`src/rtl/ctl_seq_pkg.sv`:
```
package ctl_seq_pkg;
  localparam int OP_W   = 5;
  localparam int STEP_W = 3;
  localparam int NSTB   = 29;

  localparam logic [OP_W-1:0] OP_NOP  = 5'd0;
  localparam logic [OP_W-1:0] OP_LD   = 5'd1;
  localparam logic [OP_W-1:0] OP_ST   = 5'd3;
  localparam logic [OP_W-1:0] OP_BR   = 5'd8;
  localparam logic [OP_W-1:0] OP_ADD  = 5'd12;
  localparam logic [OP_W-1:0] OP_ADDI = 5'd13;
  localparam logic [OP_W-1:0] OP_SHR  = 5'd26;
  localparam logic [OP_W-1:0] OP_STOP = 5'd31;

  localparam logic [STEP_W-1:0] LOOP_STEP = 3'd6;
  localparam logic [STEP_W-1:0] EXEC_STEP = 3'd3;

  // strobe bit positions
  localparam int S_PC_OUT   = 0;
  localparam int S_MA_IN    = 1;
  localparam int S_INC4     = 2;
  localparam int S_C_IN     = 3;
  localparam int S_RD       = 4;
  localparam int S_C_OUT    = 5;
  localparam int S_PC_IN    = 6;
  localparam int S_WAIT     = 7;
  localparam int S_MD_OUT   = 8;
  localparam int S_IR_IN    = 9;
  localparam int S_SEL_RB   = 10;
  localparam int S_SEL_RC   = 11;
  localparam int S_SEL_RA   = 12;
  localparam int S_REG_OUT  = 13;
  localparam int S_REG_IN   = 14;
  localparam int S_A_IN     = 15;
  localparam int S_ALU_ADD  = 16;
  localparam int S_C2_OUT   = 17;
  localparam int S_BASE_OUT = 18;
  localparam int S_WR       = 19;
  localparam int S_MD_IN    = 20;
  localparam int S_CON_IN   = 21;
  localparam int S_C1_OUT   = 22;
  localparam int S_CNT_LD   = 23;
  localparam int S_PASS_B   = 24;
  localparam int S_SHR      = 25;
  localparam int S_CNT_DEC  = 26;
  localparam int S_END      = 27;
  localparam int S_PC_CLR   = 28;

  // next step: stall holds, end restarts, loop repeats, else advance
  function automatic logic [STEP_W-1:0] step_after(input logic [STEP_W-1:0] cur,
                                                   input logic stall, input logic fin,
                                                   input logic loop);
    if (stall)     return cur;
    else if (fin)  return '0;
    else if (loop) return cur;
    else           return cur + 1'b1;
  endfunction

  // mask of sources that may drive the shared bus
  function automatic logic [NSTB-1:0] bus_sources(input logic [NSTB-1:0] s);
    logic [NSTB-1:0] m;
    m = '0;
    m[S_PC_OUT] = 1'b1; m[S_C_OUT] = 1'b1; m[S_MD_OUT] = 1'b1; m[S_REG_OUT] = 1'b1;
    m[S_C2_OUT] = 1'b1; m[S_BASE_OUT] = 1'b1; m[S_C1_OUT] = 1'b1;
    return s & m;
  endfunction
endpackage

```
`src/rtl/ctl_seq_decode.sv`:
```
module ctl_seq_decode
  import ctl_seq_pkg::*;
#(
  parameter int OPW  = OP_W,
  parameter int STW  = STEP_W,
  parameter int NS   = NSTB
) (
  input  logic           clk,
  input  logic           rst,
  input  logic           run,
  input  logic           start,
  input  logic [STW-1:0] step,
  input  logic [OPW-1:0] opcode,
  input  logic           mem_done,
  input  logic           cond_flag,
  input  logic           cnt_zero,
  output logic [NS-1:0]  strobe,
  output logic           stall,
  output logic           fin,
  output logic           loop,
  output logic           stop_hit
);
  logic [NS-1:0] s;
  logic [NS-1:0] bus_now;

  always_comb begin
    s = '0;
    if (!run) begin
      s[S_PC_CLR] = start;
    end else begin
      case (step)
        3'd0: begin s[S_PC_OUT] = 1'b1; s[S_MA_IN] = 1'b1; s[S_INC4] = 1'b1; s[S_C_IN] = 1'b1; end
        3'd1: begin s[S_RD] = 1'b1; s[S_C_OUT] = 1'b1; s[S_PC_IN] = 1'b1; s[S_WAIT] = 1'b1; end
        3'd2: begin s[S_MD_OUT] = 1'b1; s[S_IR_IN] = 1'b1; end
        default: begin
          case (opcode)
            OP_ADD, OP_ADDI: begin
              case (step)
                3'd3: begin s[S_SEL_RB] = 1'b1; s[S_REG_OUT] = 1'b1; s[S_A_IN] = 1'b1; end
                3'd4: begin
                  if (opcode == OP_ADD) begin s[S_SEL_RC] = 1'b1; s[S_REG_OUT] = 1'b1; end
                  else s[S_C2_OUT] = 1'b1;
                  s[S_ALU_ADD] = 1'b1; s[S_C_IN] = 1'b1;
                end
                3'd5: begin s[S_C_OUT] = 1'b1; s[S_SEL_RA] = 1'b1; s[S_REG_IN] = 1'b1; s[S_END] = 1'b1; end
                default: s = '0;
              endcase
            end
            OP_LD, OP_ST: begin
              case (step)
                3'd3: begin s[S_SEL_RB] = 1'b1; s[S_BASE_OUT] = 1'b1; s[S_A_IN] = 1'b1; end
                3'd4: begin s[S_C2_OUT] = 1'b1; s[S_ALU_ADD] = 1'b1; s[S_C_IN] = 1'b1; end
                3'd5: begin s[S_C_OUT] = 1'b1; s[S_MA_IN] = 1'b1; end
                3'd6: begin
                  if (opcode == OP_LD) begin s[S_RD] = 1'b1; s[S_WAIT] = 1'b1; end
                  else begin s[S_SEL_RA] = 1'b1; s[S_REG_OUT] = 1'b1; s[S_MD_IN] = 1'b1; s[S_WR] = 1'b1; end
                end
                default: begin
                  if (opcode == OP_LD) begin
                    s[S_MD_OUT] = 1'b1; s[S_SEL_RA] = 1'b1; s[S_REG_IN] = 1'b1; s[S_END] = 1'b1;
                  end else begin
                    s[S_WAIT] = 1'b1; s[S_END] = 1'b1;
                  end
                end
              endcase
            end
            OP_BR: begin
              if (step == 3'd3) begin
                s[S_SEL_RC] = 1'b1; s[S_REG_OUT] = 1'b1; s[S_CON_IN] = 1'b1;
              end else if (step == 3'd4) begin
                s[S_SEL_RB] = 1'b1; s[S_REG_OUT] = 1'b1; s[S_PC_IN] = cond_flag; s[S_END] = 1'b1;
              end
            end
            OP_SHR: begin
              case (step)
                3'd3: begin s[S_C1_OUT] = 1'b1; s[S_CNT_LD] = 1'b1; end
                3'd4: begin
                  s[S_SEL_RC] = cnt_zero; s[S_REG_OUT] = cnt_zero; s[S_CNT_LD] = cnt_zero;
                end
                3'd5: begin s[S_SEL_RB] = 1'b1; s[S_REG_OUT] = 1'b1; s[S_PASS_B] = 1'b1; s[S_C_IN] = 1'b1; end
                3'd6: begin
                  s[S_C_OUT] = !cnt_zero; s[S_SHR] = !cnt_zero; s[S_C_IN] = !cnt_zero; s[S_CNT_DEC] = !cnt_zero;
                end
                default: begin s[S_C_OUT] = 1'b1; s[S_SEL_RA] = 1'b1; s[S_REG_IN] = 1'b1; s[S_END] = 1'b1; end
              endcase
            end
            default: begin
              if (step == EXEC_STEP) s[S_END] = 1'b1;
            end
          endcase
        end
      endcase
    end
  end

  assign strobe   = s;
  assign bus_now  = bus_sources(s);
  assign stall    = run && s[S_WAIT] && !mem_done;
  assign fin      = run && s[S_END];
  assign loop     = run && (step == LOOP_STEP) && (opcode == OP_SHR) && !cnt_zero;
  assign stop_hit = run && (step == EXEC_STEP) && (opcode == OP_STOP);

  p_one_source_r13: assert property (@(posedge clk) disable iff (rst)
    $countones(bus_now) <= 1);
  p_idle_quiet_r2: assert property (@(posedge clk) disable iff (rst)
    (!run && !start) |-> (strobe == '0));
  p_br_gate_r10: assert property (@(posedge clk) disable iff (rst)
    (run && step == 3'd4 && opcode == OP_BR && !cond_flag) |-> !strobe[S_PC_IN]);
endmodule

```
`src/rtl/ctl_seq_step.sv`:
```
module ctl_seq_step
  import ctl_seq_pkg::*;
#(
  parameter int STW = STEP_W
) (
  input  logic           clk,
  input  logic           rst,
  input  logic           start,
  input  logic           stall,
  input  logic           fin,
  input  logic           loop,
  input  logic           stop_hit,
  output logic [STW-1:0] step,
  output logic           run
);
  always_ff @(posedge clk) begin
    if (rst) begin
      step <= '0;
      run  <= 1'b0;
    end else if (!run) begin
      step <= '0;
      run  <= start;
    end else begin
      step <= step_after(step, stall, fin, loop);
      run  <= !stop_hit;
    end
  end

  p_hold_stall_r4: assert property (@(posedge clk) disable iff (rst)
    stall |=> $stable(step));
  p_end_zero_r5: assert property (@(posedge clk) disable iff (rst)
    (fin && !stall) |=> (step == '0));
  p_halt_r12: assert property (@(posedge clk) disable iff (rst)
    stop_hit |=> !run);
  p_start_r2: assert property (@(posedge clk) disable iff (rst)
    (!run && start) |=> (run && step == '0));
endmodule

```
`src/rtl/ctl_seq_top.sv`:
```
module ctl_seq_top
  import ctl_seq_pkg::*;
#(
  parameter int OPW = OP_W,
  parameter int STW = STEP_W,
  parameter int NS  = NSTB
) (
  input  logic           clk,
  input  logic           rst,
  input  logic           start,
  input  logic [OPW-1:0] opcode,
  input  logic           mem_done,
  input  logic           cond_flag,
  input  logic           cnt_zero,
  output logic [NS-1:0]  strobe,
  output logic [STW-1:0] step,
  output logic           run
);
  logic stall_w, fin_w, loop_w, stop_w;

  ctl_seq_decode #(.OPW(OPW), .STW(STW), .NS(NS)) u_dec (
    .clk(clk), .rst(rst), .run(run), .start(start), .step(step), .opcode(opcode),
    .mem_done(mem_done), .cond_flag(cond_flag), .cnt_zero(cnt_zero),
    .strobe(strobe), .stall(stall_w), .fin(fin_w), .loop(loop_w), .stop_hit(stop_w)
  );

  ctl_seq_step #(.STW(STW)) u_step (
    .clk(clk), .rst(rst), .start(start), .stall(stall_w), .fin(fin_w),
    .loop(loop_w), .stop_hit(stop_w), .step(step), .run(run)
  );

  p_fetch_free_r3: assert property (@(posedge clk) disable iff (rst)
    (run && step == 3'd0) |-> (strobe[S_PC_OUT] && strobe[S_INC4] && !strobe[S_END]));
endmodule

```
`config.mk`:
```
export PLATFORM = sky130hd
export DESIGN_NAME = ctl_seq_top
export DESIGN_NICKNAME = d
export VERILOG_FILES = /design/src/rtl/ctl_seq_pkg.sv /design/src/rtl/ctl_seq_decode.sv /design/src/rtl/ctl_seq_step.sv /design/src/rtl/ctl_seq_top.sv
export SDC_FILE = /design/constraint.sdc
export NUM_CORES = 1
export LEC_CHECK = 0
export BUFFER_PORTS_ARGS = -buffer_cell sky130_fd_sc_hd__clkbuf_2
export CAP_MARGIN = 30
export CORE_MARGIN = 5
export CORE_UTILIZATION = 48
export DETAILED_ROUTE_END_ITERATION = 10
export PLACE_DENSITY_LB_ADDON = 0.08
export SLEW_MARGIN = 20
export SYNTH_ARGS = -nofsm -noshare
export SYNTH_HDL_FRONTEND = slang
export SYNTH_SLANG_ARGS = --single-unit
```
`constraint.sdc`:
```
create_clock -name clk -period 3.1 [get_ports clk]
set_clock_uncertainty 0.05 [all_clocks]
set_input_delay 0 -clock clk [delete_from_list [all_inputs] [get_ports clk]]
set_output_delay 0 -clock clk [all_outputs]
set_load 0.005 [all_outputs]
```
# [Yosys cells after proc, flatten, opt, wreduce, memory -nomap -nowiden]
# Index checks and enable logic that the tools add are counted.
[word_totals] romBits=0 latch_bits=0 mem_count=0 out_inout_bits=33 regBits=4 ramBits=0 in_bits=11 word_cells=96
[op_classes] n_lt_le_gt_ge=0 n_shift=0 reduce_logical=24 addsub=1 muxes=53 n_eq_ne=14 mul=0 div_mod_pow=0 n_bitwise=2
[op_table] op="$mux W28" count=1
[op_table] op="$mux W1" count=23
[op_table] op="$mux W18" count=1
[op_table] op="$pmux W1 S2" count=9
[op_table] op="$pmux W4 S2" count=2
[op_table] op="$eq A5 B4 Y1 const B" count=3
[op_table] op="$pmux W1 S3" count=5
[op_table] op="$mux W2" count=6
[op_table] op="$pmux W6 S2" count=1
[op_table] op="$reduce_or A2 Y1" count=6
[op_table] op="$eq A5 B5 Y1 const B" count=2
[op_table] op="$eq A3 B3 Y1 const B" count=3
[op_table] op="$reduce_or A3 Y1" count=3
[op_table] op="$logic_and A1 B1 Y1" count=8
[op_table] op="$reduce_or A4 Y1" count=2
[op_table] op="$eq A3 B2 Y1 const B" count=2
[op_table] op="$mux W3" count=2
[op_table] op="$eq A5 B1 Y1 const B" count=1
[op_table] op="$eq A5 B2 Y1 const B" count=1
[op_table] op="$mux W5" count=1
[op_table] op="$pmux W1 S4" count=1
[op_table] op="$pmux W2 S2" count=1
[op_table] op="$add A3 B1 Y3 const B" count=1
[op_table] op="$eq A3 B1 Y1 const B" count=1
[op_table] op="other kinds (5)" count=8

# [Depth between registers and ports, before layout]
[depth] word_depth=10 depth_mapped=9 mapped_depth_nobuf=8

# [By module]
# From an unflattened synthesis, not the netlist that was laid out.
[hier_totals] hier_cells=143 area_unflattened_um2=910.9
[modules_own_cells] module="ctl_seq_decode" seq_area_each_um2=0.0 cells_per_inst=121 area_per_inst_um2=714.4 n_inst=1
[modules_own_cells] module="ctl_seq_step" seq_area_each_um2=80.1 cells_per_inst=22 area_per_inst_um2=196.4 n_inst=1

# [Worst setup path after synthesis]
# No wires, ideal clock.
[synth_timing] path_kind="register -> register" startpoint="register u_step.step[1]" endpoint="register u_step.step[0]" stages_incl_launch_ff=10 setup_time_ps=115 arrival_ps=2074 required_ps=2935 period_less_slack_ps=2239 slack_ps=861 cell_sequence="dfxtp_1 > inv_1 > ha_1 > buf_6 > or4b_1 > o21ai_1 > a21oi_1 > a31oi_4 > or3_1 > a21oi_2"
[synth_between] elab_cells_between_ends=32 cone_classes="eq/ne (7); mux (12); bitwise (1); reduce/logical (12)"
[synth_rtl] element="from (decl)" line="ctl_seq_step.sv:13" source="output logic [STW-1:0] step,"
[synth_rtl] element="from (signal assigned)" line="ctl_seq_step.sv:24" source="step <= step_after(step, stall, fin, loop);"
[synth_rtl] element="$eq A3 B3 Y1 (tied with other cells)" line="ctl_seq_decode.sv:38, ctl_seq_decode.sv:50, ctl_seq_decode.sv:75"
[synth_rtl] element="$reduce_or A4 Y1 (no source line) / $mux W1 (equally long branches)"
[synth_rtl] element="$mux W1, on equally long branches" line="ctl_seq_decode.sv:75, ctl_seq_decode.sv:68"
[synth_rtl] element="$pmux W1 S3" line="ctl_seq_decode.sv:36" source="case (opcode)"
[synth_rtl] element="$mux W18 (*)" line="ctl_seq_decode.sv:31" source="case (step)"
[synth_rtl] element="$mux W28 (*)" line="ctl_seq_decode.sv:28" source="if (!run) begin"
[synth_rtl] element="via strobe[27]" line="ctl_seq_top.sv:15" source="output logic [NS-1:0] strobe,"
[synth_rtl] element="$logic_and A1 B1 Y1 (*)" line="ctl_seq_decode.sv:99" source="assign fin = run && s[S_END];"
[synth_rtl] element="$ne A2 B2 Y1 (no source line)"
[synth_rtl] element="$reduce_and A2 Y1 (no source line)"
# Mark *: on every way through the listed nets, which the timed path passes. The rest lies on a longest branch.
# A chain may end at the register's enable or synchronous reset.

# [Worst setup path after layout]
[layout_timing] startpoint="register u_step.step[1]" endpoint="output port strobe[27]"
[layout_between] elab_chain_len=6 elab_cells_between_ends=17 cone_classes="eq/ne (6); mux (8); reduce/logical (3)"
[layout_lines] element="$eq A3 B3 Y1 (tied with other cells)" line="ctl_seq_decode.sv:38, ctl_seq_decode.sv:50, ctl_seq_decode.sv:75"
[layout_lines] element="$reduce_or A4 Y1 (no source line) / $mux W1 (equally long branches)"
[layout_lines] element="$mux W1, on equally long branches" line="ctl_seq_decode.sv:75, ctl_seq_decode.sv:68"
[layout_lines] element="$pmux W1 S3" line="ctl_seq_decode.sv:36"
[layout_lines] element="$mux W18 (*)" line="ctl_seq_decode.sv:31"
[layout_lines] element="$mux W28 (*)" line="ctl_seq_decode.sv:28"
[layout_lines] element="to (decl)" line="ctl_seq_top.sv:15"
# Every way passes the cells marked *; elsewhere a longest branch is shown, timed or not.

==> impl_metrics.yaml <==
cells_and_area:
  final_layout_size_suffix_gt1_frac: 0.321
  multiInputGateArea_um2: 803
  fin_nets: 202
  antenna_cells: 0
  commonest_non_fill_non_tap_cell_in_the_layout: "sky130_fd_sc_hd__clkbuf_2"
  num-fill-cells: 198
  layout.cells.most_common_list: "sky130_fd_sc_hd__clkbuf_2, sky130_fd_sc_hd__nand2_1, sky130_fd_sc_hd__nor2_1"
  sequential_standard_cell_area_um2: 80.1
  synthToLayoutAreaGrowth_pct: 20.7
yosys:
  synth_nets: 164
  synth_seq_area_share: 0.0792
  synth.lib_cells_used.distinct: 51
  most_common_flop_cell_mapped_by_yosys: "sky130_fd_sc_hd__dfxtp_1"
  post_synth_main_area_contributors: "sky130_fd_sc_hd__dfxtp_1, sky130_fd_sc_hd__nand2_1, sky130_fd_sc_hd__ha_1"
  synth_area_per_cell_um2: 6.83
  number_of_synthesized_flops_with_an_enable_pin: 0
  postSynth.asyncResetShare: 0
  netlist.area_leader.share: 0.0792
  mappedNetlistArea_um2: 1010
  yosys_register_bits: 4
  netlist.top_cell.by_area: "sky130_fd_sc_hd__dfxtp_1"
  synth-warning-count: 0
  postSynthCellCount: 148
worst_hold_path:
  min-delay-path-class: "input pin to output port"
  whs_path_depth: 3
  min_to: "strobe[28]"
  min_delay_src: "start"
routing:
  detail_route.vias_per_cell: 5.87
  route.antenna.remaining_nets: 0
  avgRoutedWirePerCell_um: 14.7
  drt_pre_antenna_iters: 4
  residual_drc: 0
  vias: 1238
  routed_wirelength_mm: 3.10
  dr.first_iter.drc_count: 34
worst_setup_path:
  worstReg2RegStart: "u_step.step[1]"
  cp_required_ns: 3.05
  critPathKind: "flip-flop to output port"
  reg2reg_to: "u_step.step[0]"
  cp.arrival_ns: 2.42
  endpoint_kind: "output port"
  critical_path.startpoint_type: "flip-flop"
  reg2reg_setup_slack_ns: 0.66
  worstPathMaxFanout: 9
  depth_of_the_worst_register_to_register_path: 7
timing:
  slew_viol_final: 0
  rsz_0062_raised_after_global_routing: "false"
  period_share: 0.796
  hold_viol_final: 0
  max_freq_mhz: 405
  period_minus_slack_ns: 2.47
  slew_at_the_pin_closest_to_its_max_slew_limit_ns: 0.599
  finalWorstSetupSlack_ns: 0.632
  slew_headroom: 0.596
  setup_viol_count_final: 0
  final.setup.tns_ns: 0
clock_tree:
  cts_buffers: 3
  ctsRootBufferMaster: "sky130_fd_sc_hd__clkbuf_4"
  worst_case_clock_buffer_depth: 2
  cts_sink_cnt: 4
  clk_pin_slew_worst_paths_ns: 0.03
  cts.htree.levels: 1
  cts_tree: "yes"
  clock_latency_ns: 0.23
die:
  dieHeight_um: 55.9
  floorplan.initialDensity: 0.510
  die_area_um2: 3120
  core_area_um2: 1980
  placement_rows: 16
  die_x_um: 55.9
  io-pin-count: 44
placement:
  hpwl_mm: 2.47
  placement.setup.worst_slack_ns: 0.679
  port_buffers: 43
  finalWeightedCongestion: 0.895
grt:
  track_usage: 0.196
  grt_max_degree: 21
  grt_pass1_vias: 1149
  grt_first_pass_wirelength_mm: 5.20
  global_route.overflow_total: 0
  grt_antenna_before_repair: 0
pwr:
  switching_power_mw: 0.0690
  clock_network_fraction_of_total_power: 0.313
  p_int_mw: 0.130
  comb_power_share: 0.396
  net_sw_frac: 0.347
  power.density_cell_area_nw_per_um2: 163
  p_leak_nw: 0.522
  irDropWorstVdd_mv: 0.191
  seqPwrFrac: 0.291
run_status:
  outcome: "finished clean"
job:
  cap_viol_max_count: 0
routing by layer:
layer	vias up	routed length, um	part of all wire	track usage
li1	602	-	-	-
met1	572	1320	0.43	0.256
met2	64	1470	0.47	0.321
met3	0	312	0.10	0.0418
met4	0	0	0	0.0610
met5	-	0	0	0
logic make-up after synthesis:
logic type / share of synthesized area
flops: 0.0792
compound gates: 0.322
fa+ha+maj: 0.0619
buf+inv: 0.126
simple gates: 0.411
power by group through the flow:
| stage | Sequential (mW) | Clock (mW) | Combinational [mW] |
|---|---|---|---|
| after floorplan | 0.0565 | 0 | 0.0553 |
| after global placement | 0.0585 | 0 | 0.0742 |
| after detailed placement | 0.0587 | 0 | 0.0757 |
| after CTS | 0.0578 | 0.0667 | 0.0780 |
| after global routing | 0.0586 | 0.0705 | 0.0869 |
| final | 0.0580 | 0.0624 | 0.0788 |
timing repair:
action,in CTS,in global routing
setup buffers,0,0
resized for setup,0,0
hold buffers,2,0
hold endpoints to repair,1,0
flip-flops by register name, indices dropped and copies added (netlist names):
name         flops
u_step.run       1
u_step.step      3
cells in the mapped netlist, types with 4 or more instances:
cell type / n
sky130_fd_sc_hd__nand2_1: 19
sky130_fd_sc_hd__nor2_1: 15
sky130_fd_sc_hd__a21oi_1: 10
sky130_fd_sc_hd__inv_1: 8
sky130_fd_sc_hd__nand3_1: 8
sky130_fd_sc_hd__o21ai_0: 7
sky130_fd_sc_hd__and2_1: 5
sky130_fd_sc_hd__ha_1: 5
sky130_fd_sc_hd__and3_1: 4
sky130_fd_sc_hd__buf_6: 4
sky130_fd_sc_hd__dfxtp_1: 4
sky130_fd_sc_hd__nor2b_1: 4
sky130_fd_sc_hd__nor3_1: 4
per-stage QoR:
step                      area (um2)  power (mW)  cells  hold slack (ns)  utilization
after floorplan                 1010       0.112    148           0.0224            -
after global routing            1220       0.216    211            0.277        0.616
final                           1220       0.199    211            0.257        0.616
after CTS                       1220       0.203    211            0.261        0.616
after detailed placement        1180       0.134    206            0.149        0.594
after global placement          1180       0.133    206            0.141        0.594
how the worst max path moves through the flow:
stage	from	end	slack, ns	cells after the start
CTS	u_step.step[1]	strobe[27]	0.63	7
global route	u_step.step[1]	strobe[27]	0.45	7
floorplan	u_step.step[1]	u_step.step[0]	0.86	9
finish	u_step.step[1]	strobe[27]	0.63	7
global placement	u_step.step[1]	u_step.step[0]	0.77	8
detailed placement	u_step.step[1]	u_step.step[0]	0.68	7
final cells by class:
class	instances	area share
clock buffers	3	0.0185
repair buffers	47	0.205
well taps	27	0.0277
multi-input cells	122	0.658
flip-flops and latches	4	0.0656
inverters	8	0.0246
critical path, cell delays in order, from the launching register on:
cell	delay, ns
sky130_fd_sc_hd__dfxtp_1	0.45
sky130_fd_sc_hd__inv_1	0.10
sky130_fd_sc_hd__ha_1	0.31
sky130_fd_sc_hd__or4b_1	0.55
sky130_fd_sc_hd__o21ai_1	0.20
sky130_fd_sc_hd__a21oi_1	0.17
sky130_fd_sc_hd__a31oi_4	0.26
sky130_fd_sc_hd__clkbuf_2	0.15
Note: power is estimated with default switching activity, not from simulation.
